File: config.mk
export PLATFORM = sky130hd
export DESIGN_NAME = prio_irq_ctrl
export DESIGN_NICKNAME = d
export VERILOG_FILES = /design/src/rtl/pic_pkg.sv /design/src/rtl/pic_regs.sv /design/src/rtl/pic_arb.sv /design/src/rtl/pic_svc.sv /design/src/rtl/prio_irq_ctrl.sv
export SDC_FILE = /design/constraint.sdc
export NUM_CORES = 1
export LEC_CHECK = 0
export ABC_AREA = 0
export BUFFER_PORTS_ARGS = -buffer_cell sky130_fd_sc_hd__buf_4
export CORE_MARGIN = 2
export CORE_UTILIZATION = 59
export DETAILED_ROUTE_END_ITERATION = 12
export PLACE_DENSITY = 0.86
export SYNTH_ARGS = -nofsm -noshare
export SYNTH_HDL_FRONTEND = slang
export SYNTH_SLANG_ARGS = --single-unit
File: constraint.sdc
create_clock -name clk -period 5.2 [get_ports clk]
set_input_delay 0.78 -clock clk [delete_from_list [all_inputs] [get_ports clk]]
set_output_delay 0.78 -clock clk [all_outputs]
set_load 0.01 [all_outputs]
File: src/rtl/pic_pkg.sv
package pic_pkg;

  localparam int BYTE_W = 8;
  localparam int GE_BIT = BYTE_W - 1;
  localparam int EN_LO_SLOTS = BYTE_W - 1;

  typedef enum logic [0:0] {LVL_LO = 1'b0, LVL_HI = 1'b1} lvl_e;

  // enable bits share register 0 with the global enable
  function automatic int en_addr(input int i);
    return (i < EN_LO_SLOTS) ? 0 : 1 + (i - EN_LO_SLOTS) / BYTE_W;
  endfunction

  function automatic int en_bit(input int i);
    return (i < EN_LO_SLOTS) ? i : (i - EN_LO_SLOTS) % BYTE_W;
  endfunction

  function automatic int fld_addr(input int base, input int i);
    return base + i / BYTE_W;
  endfunction

  function automatic int fld_bit(input int i);
    return i % BYTE_W;
  endfunction

  function automatic int vec_of(input int base, input int step, input int idx);
    return base + step * idx;
  endfunction

endpackage

File: src/rtl/pic_regs.sv
module pic_regs #(
  parameter int N_SRC     = 12,
  parameter int ADDR_W    = 3,
  parameter int PEND_BASE = 2,
  parameter int PRIO_BASE = 4
) (
  input  logic                      clk,
  input  logic                      rst_n,
  input  logic [N_SRC-1:0]          src_evt,
  input  logic                      we,
  input  logic [ADDR_W-1:0]         addr,
  input  logic [pic_pkg::BYTE_W-1:0] wdata,
  output logic [pic_pkg::BYTE_W-1:0] rdata,
  output logic [N_SRC-1:0]          pend_q,
  output logic [N_SRC-1:0]          en_q,
  output logic [N_SRC-1:0]          prio_q,
  output logic                      ge_q
);
  import pic_pkg::*;

  logic ge_hit;
  assign ge_hit = we && (addr == ADDR_W'(0));

  always_ff @(posedge clk or negedge rst_n) begin
    if (!rst_n) ge_q <= 1'b0;
    else if (ge_hit) ge_q <= wdata[GE_BIT];
  end

  for (genvar i = 0; i < N_SRC; i++) begin : g_bit
    logic pend_hit, en_hit, prio_hit;
    assign pend_hit = we && (addr == ADDR_W'(fld_addr(PEND_BASE, i)));
    assign en_hit   = we && (addr == ADDR_W'(en_addr(i)));
    assign prio_hit = we && (addr == ADDR_W'(fld_addr(PRIO_BASE, i)));

    // hardware event outranks a software write in the same cycle
    always_ff @(posedge clk or negedge rst_n) begin
      if (!rst_n) pend_q[i] <= 1'b0;
      else if (src_evt[i]) pend_q[i] <= 1'b1;
      else if (pend_hit) pend_q[i] <= wdata[fld_bit(i)];
    end

    always_ff @(posedge clk or negedge rst_n) begin
      if (!rst_n) en_q[i] <= 1'b0;
      else if (en_hit) en_q[i] <= wdata[en_bit(i)];
    end

    always_ff @(posedge clk or negedge rst_n) begin
      if (!rst_n) prio_q[i] <= 1'b0;
      else if (prio_hit) prio_q[i] <= wdata[fld_bit(i)];
    end
  end

  always_comb begin
    rdata = '0;
    if (addr == ADDR_W'(0)) rdata[GE_BIT] = ge_q;
    for (int i = 0; i < N_SRC; i++) begin
      if (addr == ADDR_W'(en_addr(i)))             rdata[en_bit(i)]  = en_q[i];
      if (addr == ADDR_W'(fld_addr(PEND_BASE, i))) rdata[fld_bit(i)] = pend_q[i];
      if (addr == ADDR_W'(fld_addr(PRIO_BASE, i))) rdata[fld_bit(i)] = prio_q[i];
    end
  end

endmodule

File: src/rtl/pic_arb.sv
module pic_arb #(
  parameter int N_SRC    = 12,
  parameter int VEC_W    = 16,
  parameter int VEC_BASE = 3,
  parameter int VEC_STEP = 8,
  localparam int IDX_W   = $clog2(N_SRC)
) (
  input  logic [N_SRC-1:0] pend,
  input  logic [N_SRC-1:0] en,
  input  logic [N_SRC-1:0] prio,
  input  logic             ge,
  input  logic [1:0]       isv,
  output logic             valid,
  output logic             win_hi,
  output logic [IDX_W-1:0] win_idx,
  output logic [VEC_W-1:0] win_vec
);
  import pic_pkg::*;

  function automatic logic [IDX_W-1:0] first_set(input logic [N_SRC-1:0] v);
    logic [IDX_W-1:0] r;
    r = '0;
    for (int i = N_SRC - 1; i >= 0; i--) if (v[i]) r = IDX_W'(i);
    return r;
  endfunction

  logic [N_SRC-1:0] cand, cand_hi, cand_lo;
  logic hi_ok, lo_ok;

  assign cand    = pend & en & {N_SRC{ge}};
  assign cand_hi = cand & prio;
  assign cand_lo = cand & ~prio;

  assign hi_ok = (|cand_hi) && !isv[LVL_HI];
  assign lo_ok = (|cand_lo) && (isv == 2'b00);

  assign valid   = hi_ok || lo_ok;
  assign win_hi  = hi_ok;
  assign win_idx = hi_ok ? first_set(cand_hi) : first_set(cand_lo);
  assign win_vec = VEC_W'(vec_of(VEC_BASE, VEC_STEP, int'(win_idx)));

endmodule

File: src/rtl/pic_svc.sv
module pic_svc (
  input  logic       clk,
  input  logic       rst_n,
  input  logic       take,
  input  logic       take_hi,
  input  logic       ret,
  output logic [1:0] isv
);
  import pic_pkg::*;

  logic [1:0] isv_nxt;

  always_comb begin
    isv_nxt = isv;
    if (ret) begin
      if (isv[LVL_HI]) isv_nxt[LVL_HI] = 1'b0;
      else             isv_nxt[LVL_LO] = 1'b0;
    end
    if (take) isv_nxt[take_hi] = 1'b1;
  end

  always_ff @(posedge clk or negedge rst_n) begin
    if (!rst_n) isv <= 2'b00;
    else        isv <= isv_nxt;
  end

endmodule

File: src/rtl/prio_irq_ctrl.sv
module prio_irq_ctrl #(
  parameter int N_SRC    = 12,
  parameter int ADDR_W   = 3,
  parameter int VEC_W    = 16,
  parameter int VEC_BASE = 3,
  parameter int VEC_STEP = 8
) (
  input  logic              clk,
  input  logic              rst_n,
  input  logic [N_SRC-1:0]  src_evt,
  input  logic              reg_we,
  input  logic [ADDR_W-1:0] reg_addr,
  input  logic [7:0]        reg_wdata,
  output logic [7:0]        reg_rdata,
  input  logic              insn_done,
  output logic              irq_req,
  output logic [VEC_W-1:0]  irq_vec,
  input  logic              irq_ack,
  input  logic              reti
);
  localparam int IDX_W     = $clog2(N_SRC);
  localparam int EN_REGS   = (N_SRC + 1 + pic_pkg::BYTE_W - 1) / pic_pkg::BYTE_W;
  localparam int FLD_REGS  = (N_SRC + pic_pkg::BYTE_W - 1) / pic_pkg::BYTE_W;
  localparam int PEND_BASE = EN_REGS;
  localparam int PRIO_BASE = PEND_BASE + FLD_REGS;

  // named internal events, observed by the bound checker
  logic [N_SRC-1:0] pend_w, en_w, prio_w;
  logic             ge_w;
  logic [1:0]       isv_w;
  logic             cand_any, win_hi;
  logic [IDX_W-1:0] win_idx;
  logic             take;

  pic_regs #(
    .N_SRC(N_SRC), .ADDR_W(ADDR_W), .PEND_BASE(PEND_BASE), .PRIO_BASE(PRIO_BASE)
  ) u_regs (
    .clk(clk), .rst_n(rst_n), .src_evt(src_evt),
    .we(reg_we), .addr(reg_addr), .wdata(reg_wdata), .rdata(reg_rdata),
    .pend_q(pend_w), .en_q(en_w), .prio_q(prio_w), .ge_q(ge_w)
  );

  pic_arb #(
    .N_SRC(N_SRC), .VEC_W(VEC_W), .VEC_BASE(VEC_BASE), .VEC_STEP(VEC_STEP)
  ) u_arb (
    .pend(pend_w), .en(en_w), .prio(prio_w), .ge(ge_w), .isv(isv_w),
    .valid(cand_any), .win_hi(win_hi), .win_idx(win_idx), .win_vec(irq_vec)
  );

  // the return boundary itself never carries a request
  assign irq_req = insn_done && cand_any && !reti;
  assign take    = irq_ack && irq_req;

  pic_svc u_svc (
    .clk(clk), .rst_n(rst_n), .take(take), .take_hi(win_hi),
    .ret(reti), .isv(isv_w)
  );

endmodule

==> results of run 1 <==
==> worst paths after layout <==
check,startpoint,to,cells after the start
max,u_regs.ge_q$_DFFE_PN0P_,irq_vec[3],6
min,rst_n,u_regs.pend_q[11]$_DFFE_PN0P_,1
max reg2reg,u_regs.ge_q$_DFFE_PN0P_,u_svc.isv[0]$_DFF_PN0_,5
min reg2reg,u_regs.pend_q[9]$_DFFE_PN0P_,u_regs.pend_q[9]$_DFFE_PN0P_,1
max in group asynchronous,rst_n,u_regs.pend_q[3]$_DFFE_PN0P_,1
min in group clk,u_regs.pend_q[9]$_DFFE_PN0P_,u_regs.pend_q[9]$_DFFE_PN0P_,1
==> through the flow <==
stage | hold slack (ns) | area [um2] | total power [W] | utilization (%) | cells
4_1_cts | 0.459 | 2840 | 0.000970 | 70.6 | 361
6_report | 0.438 | 2840 | 0.000973 | 70.6 | 361
3_5_place_dp | 0.543 | 2760 | 0.000769 | 68.6 | 353
3_3_place_gp | 0.535 | 2760 | 0.000760 | 68.6 | 353
5_1_grt | 0.467 | 2840 | 0.00104 | 70.6 | 361
2_1_floorplan | 0.484 | 2540 | 0.000648 | - | 285
==> per-layer routing <==
| layer | global-route usage, % | wire (um) | vias to the layer above |
|---|---|---|---|
| met5 | 0 | 0 | - |
| met1 | 39.8 | 2720 | 1077 |
| met2 | 42.9 | 2970 | 119 |
| met4 | 11.1 | 115 | 0 |
| li1 | - | - | 1059 |
| met3 | 5.26 | 490 | 12 |
==> critical path: stages (launching register included) <==
cell,delay [ns]
dfrtp_1,0.66
nand4_1,0.32
nand4_1,0.23
o31ai_2,0.53
nand3b_1,0.16
o22ai_1,0.18
buf_4,0.16
==> cell families after synthesis <==
kind of cell,Yosys count
buffers and inverters,32
AOI/OAI and AO/OA,56
DFF,39
and+or+nand+nor,116
muxes,30
other,2
==> cells in the final DEF, fill, tap and decap left out, types with 2 or more instances in the layout <==
cell type / count
nor2_1: 26
nand3b_1: 11
o21ai_0: 15
clkbuf_8: 5
a211o_1: 4
dfrtp_1: 39
clkbuf_1: 2
o22a_1: 2
o21bai_1: 2
o31ai_2: 2
o211ai_1: 3
and3_1: 2
nor2b_1: 3
conb_1: 12
o22ai_1: 3
and4b_1: 7
and4_1: 3
nand2_1: 30
nor3_1: 3
mux2_2: 19
buf_4: 41
nand4b_1: 4
a21oi_1: 13
nand2b_1: 2
inv_1: 9
a211oi_1: 3
mux2i_1: 11
nand3_1: 6
nand4_1: 15
a31oi_1: 2
==> final cells by class <==
type                    instances  area (um2)
clock inverters                 1        5.00
flip-flops and latches         39         976
inverters                       9        33.8
clock buffers                   7        76.3
multi-input cells             214        1380
fillers                       347        1180
repair buffers                 41         308
well taps                      50        62.6
==> state kept, by name (all words and copies together) (netlist names) <==
name,count
u_regs.en_q,12
u_regs.pend_q,12
u_regs.prio_q,12
u_svc.isv,2
u_regs.ge_q,1
==> power by group through the flow <==
stage | clock (W) | combinational [W] | sequential, W
after CTS | 0.000206 | 0.000346 | 0.000418
after detailed placement | 0 | 0.000344 | 0.000425
after global routing | 0.000221 | 0.000386 | 0.000430
final | 0.000202 | 0.000349 | 0.000422
after floorplan | 0 | 0.000256 | 0.000392
after global placement | 0 | 0.000338 | 0.000422
==> flow_metrics.py, run 1 <==
metrics = {
    "logic_synthesis": {
        "syn-cell-area_um2": 2500,
        "synth_top_family_by_area": "simple AND/OR/NAND/NOR gates",
        "synthMuxAreaShare_pct": 13.0,
        "synthAdderAreaFrac_pct": 0,
        "seq_area_frac_synth_pct": 39.1,
        "syn_avg_cell_area_um2": 9.09,
        "synth-simple-area-share_pct": 25.7,
        "synth_xor_area_share_pct": 0,
        "synth-edff-count": 0,
        "synth_common_cells": "dfrtp_1 (39), nand2_1 (30), nor2_1 (26)",
        "ys_seq_elements": 39,
        "synth.distinct_cells": 43,
        "synth_top_area_cell": "dfrtp_1",
        "synth-async-reset-ratio_pct": 100,
        "synth_top_area_share_pct": 39.1,
        "synth_top_flop_cell": "dfrtp_1",
        "synth_compound_area_share_pct": 14.9,
        "synth.most_common_cell": "dfrtp_1",
        "ys_top_cells_by_area": "dfrtp_1 (39%), mux2_2 (8.6%), nand2_1 (4.5%)",
        "netlist_instances": 275,
        "yosysWarnings": 0,
    },
    "run": {
        "cap_violations": 0,
    },
    "sta": {
        "period_minus_slack_ns": 3.32,
        "hold_viol": 0,
        "drv_slew": 0,
        "setup_viol": 0,
        "fin_ws_ns": 1.88,
        "clock_skew_ns": 0.00682,
        "fin_crit_sh_pct": 63.9,
        "tightest_slew_ns": 0.983,
        "rsz0062_at_grt": "false",
        "fin_setup_tns_ns": 0,
        "maxClockFrequency_mhz": 301,
        "slew_headroom_pct": 34.0,
    },
    "route": {
        "firstDrtPassIters": 5,
        "via_per_inst": 6.28,
        "drc": 0,
        "drtIter0Drc": 157,
        "drt-wirelength-per-cell_um": 17.4,
        "antenna_left": 0,
        "wl_mm": 6.30,
        "vias": 2267,
    },
    "floorplan": {
        "die_area_um2": 4770,
        "fp.dieW_um": 69.1,
        "ios": 54,
        "start_util_pct": 62.0,
        "die_h_um": 69.1,
        "coreArea_um2": 4030,
        "rows": 23,
    },
    "worst_setup_path": {
        "end_kind": "output pin",
        "cp-start-kind": "register",
        "cp_max_fo": 29,
        "cp.arrival_ns": 2.54,
        "crit_type": "reg2out",
        "r2r_slack_ns": 2.99,
        "required_ns": 4.42,
    },
    "cts": {
        "ctsLongestPathBuffers": 2,
        "cts.sinks": 39,
        "ctsHoldBuffers": 0,
        "cts_tree": "done",
        "cts_resized": 0,
        "cts_buffers": 5,
        "clock_latency_ns": 0.30,
        "htreeDepth": 2,
        "cts-root-buf": "clkbuf_8",
        "cts.clk_slew.worst_paths_ns": 0.08,
        "postCtsSetupBuffers": 0,
    },
    "power": {
        "vdd_ir_drop_max_mv": 0.237,
        "switching_share_pct": 36.7,
        "p_seq_share_pct": 43.4,
        "p_leak_nw": 1.29,
        "power_switching_w": 0.000356,
        "pwr-share-clk_pct": 20.7,
        "comb_power_share_pct": 35.9,
        "power_density_nw_per_um2": 342,
        "p_int_w": 0.000616,
    },
    "grt": {
        "grt_start_max_net_pins": 40,
        "overflow": 0,
        "grt_pass1_wl_mm": 10.6,
        "grt_usage_pct": 28.2,
        "antenna_found_initial": 0,
        "grt_pass1_vias": 2150,
    },
    "place": {
        "preCtsSetupSlack_ns": 2.28,
        "dpl.hpwl_mm": 4.70,
        "place.gp.congestion": 0.966,
        "portBuffers": 41,
    },
    "cells_and_area": {
        "drive_gt1_share_pct": 22.8,
        "finalNetCount": 339,
        "area_delta_synth_final_pct": 13.8,
        "diodes": 0,
    },
    "run_status": {
        "outcome": "complete, no violations",
    },
    "worst_hold_path": {
        "hold_path.class": "in2async",
    },
}
(Power assumes the default switching activity.)
==> run 2, diff against run 1 <==
--- a/config.mk
+++ b/config.mk
@@ -8,9 +8,9 @@
 export ABC_AREA = 0
 export BUFFER_PORTS_ARGS = -buffer_cell sky130_fd_sc_hd__buf_4
 export CORE_MARGIN = 2
-export CORE_UTILIZATION = 59
+export CORE_UTILIZATION = 55
 export DETAILED_ROUTE_END_ITERATION = 12
-export PLACE_DENSITY = 0.86
+export PLACE_DENSITY = 0.81
 export SYNTH_ARGS = -nofsm -noshare
 export SYNTH_HDL_FRONTEND = slang
 export SYNTH_SLANG_ARGS = --single-unit
==> constraint.sdc (replaced) <==
create_clock -name clk -period 3.26 [get_ports clk]
set_input_delay 0.489 -clock clk [delete_from_list [all_inputs] [get_ports clk]]
set_output_delay 0.489 -clock clk [all_outputs]
set_load 0.01 [all_outputs]
==> flow_metrics.py, run 2 (synthesis results as in run 1) <==
metrics = {
    "place": {
        "dpl.hpwl_mm": 4.58,
        "place.gp.congestion": 0.881,
        "portBuffers": 41,
    },
    "floorplan": {
        "rows": 24,
        "die_area_um2": 5100,
        "start_util_pct": 57.4,
        "die_h_um": 71.4,
        "ios": 54,
        "fp.dieW_um": 71.4,
        "coreArea_um2": 4350,
    },
    "power": {
        "p_int_w": 0.00106,
        "report.power.total_w": 0.00162,
        "p_seq_share_pct": 41.0,
        "power_density_nw_per_um2": 565,
        "switching_share_pct": 34.7,
        "pwr-share-clk_pct": 25.0,
        "comb_power_share_pct": 34.0,
        "power_switching_w": 0.000564,
        "vdd_ir_drop_max_mv": 0.270,
        "p_leak_nw": 1.31,
    },
    "cts": {
        "cts_resized": 0,
        "cts-root-buf": "clkbuf_8",
        "clock_latency_ns": 0.30,
        "postCtsSetupBuffers": 0,
        "cts.sinks": 39,
        "cts.clk_slew.worst_paths_ns": 0.08,
        "ctsLongestPathBuffers": 2,
        "cts_buffers": 5,
        "cts_tree": "done",
        "htreeDepth": 2,
        "ctsHoldBuffers": 0,
    },
    "worst_setup_path": {
        "crit_start": "u_regs.ge_q$_DFFE_PN0P_",
        "endpoint": "irq_req",
        "required_ns": 2.77,
        "cp_slowest_cell": "dfrtp_1",
        "reg2reg_depth": 5,
        "crit_type": "reg2out",
        "cp-start-kind": "register",
        "timing.rr.start": "u_regs.ge_q$_DFFE_PN0P_",
        "r2r_slack_ns": 1.08,
        "end_kind": "output pin",
        "crit_chain": "nand3_1, o22a_1, and3_1, a311o_1, a21oi_1, buf_4",
        "cp_max_fo": 29,
        "r2r_end": "u_svc.isv[0]$_DFF_PN0_",
        "cpPeakStageDelay_ns": 0.82,
        "cp.arrival_ns": 2.47,
    },
    "route": {
        "drc": 0,
        "vias": 2230,
        "drtIter0Drc": 186,
        "firstDrtPassIters": 5,
        "wl_mm": 6.19,
        "drt-wirelength-per-cell_um": 17.1,
        "antenna_left": 0,
        "via_per_inst": 6.14,
    },
    "grt": {
        "overflow": 0,
        "grt_usage_pct": 25.6,
        "grt_start_max_net_pins": 40,
        "antenna_found_initial": 0,
        "grt_pass1_wl_mm": 10.3,
        "grt_pass1_vias": 2067,
    },
    "worst_hold_path": {
        "hold_path.class": "in2async",
    },
    "cells_and_area": {
        "diodes": 0,
        "finalNetCount": 339,
        "area_delta_synth_final_pct": 15.2,
        "final_cell_mix": "buf_4 (41), dfrtp_1 (39), nand2_1 (30)",
        "layout_commonest_cell": "buf_4",
        "multi_input_area_um2": 1380,
        "final.fill_count": 372,
        "reg_top3": "u_regs.en_q x12, u_regs.pend_q x12, u_regs.prio_q x12",
        "drive_gt1_share_pct": 23.5,
        "regArea_um2": 976,
    },
    "sta": {
        "drv_slew": 0,
        "period_minus_slack_ns": 2.96,
        "tightest_slew_ns": 0.964,
        "fin_crit_sh_pct": 90.7,
        "maxClockFrequency_mhz": 338,
        "slew_headroom_pct": 35.2,
        "clock_skew_ns": 0.00791,
        "setup_viol": 0,
        "fin_setup_tns_ns": 0,
        "rsz0062_at_grt": "false",
        "hold_viol": 0,
    },
    "run_status": {
        "outcome": "complete, no violations",
    },
    "run": {
        "cap_violations": 0,
    },
}
## run 2: layout make-up
cell class / count / share of cell area [%]
Clock inverter: 3 / 1.52
Tap cell: 52 / 2.26
Clock buffer: 5 / 2.39
Multi-Input combinational cell: 214 / 48.0
Timing Repair Buffer: 41 / 10.7
Inverter: 9 / 1.17
Sequential cell: 39 / 33.9
## run 2: power groups by stage
stage | registers [W] | clock network (W) | logic [W]
final | 0.000667 | 0.000406 | 0.000552
after global routing | 0.000677 | 0.000432 | 0.000611
after CTS | 0.000663 | 0.000413 | 0.000551
after detailed placement | 0.000672 | 0 | 0.000547
after global placement | 0.000668 | 0 | 0.000538
after floorplan | 0.000626 | 0 | 0.000408
## run 2: metrics by stage
| step | util (%) | cells | hold WS, ns | cell area, um2 | worst slack, ns |
|---|---|---|---|---|---|
| CTS | 66.1 | 363 | 0.175 | 2880 | 0.323 |
| detailed placement | 63.5 | 355 | 0.498 | 2770 | 0.680 |
| global placement | 63.5 | 355 | 0.491 | 2770 | 0.691 |
| finish | 66.1 | 363 | 0.150 | 2880 | 0.304 |
| floorplan | - | 285 | 0.193 | 2540 | 1.14 |
| global route | 66.1 | 363 | 0.193 | 2880 | 0.129 |
## run 2: per-layer routing
metal  routed length [um]  global-route usage (%)  part of all wire, %
met2                 2980                    41.0                   48
met1                 2760                    35.8                   45
met5                    0                       0                    0
met4                   78                    7.13                  1.3
met3                  375                    4.64                  6.1
## run 2: critical path, delay by kind of cell (launching register included)
kind,cells,cell delay (ns)
compound gates,3,0.81
buf+inv,1,0.13
simple gates,2,0.40
flops,1,0.82
## run 2: worst min path at each step
stage | from | to | slack [ns]
after detailed placement | rst_n | u_regs.prio_q[9]$_DFFE_PN0P_ | 0.50
after global routing | rst_n | u_regs.pend_q[2]$_DFFE_PN0P_ | 0.19
after floorplan | rst_n | u_regs.en_q[0]$_DFFE_PN0P_ | 0.19
after CTS | rst_n | u_regs.pend_q[10]$_DFFE_PN0P_ | 0.17
final | rst_n | u_regs.pend_q[9]$_DFFE_PN0P_ | 0.15
after global placement | rst_n | u_regs.prio_q[10]$_DFFE_PN0P_ | 0.49
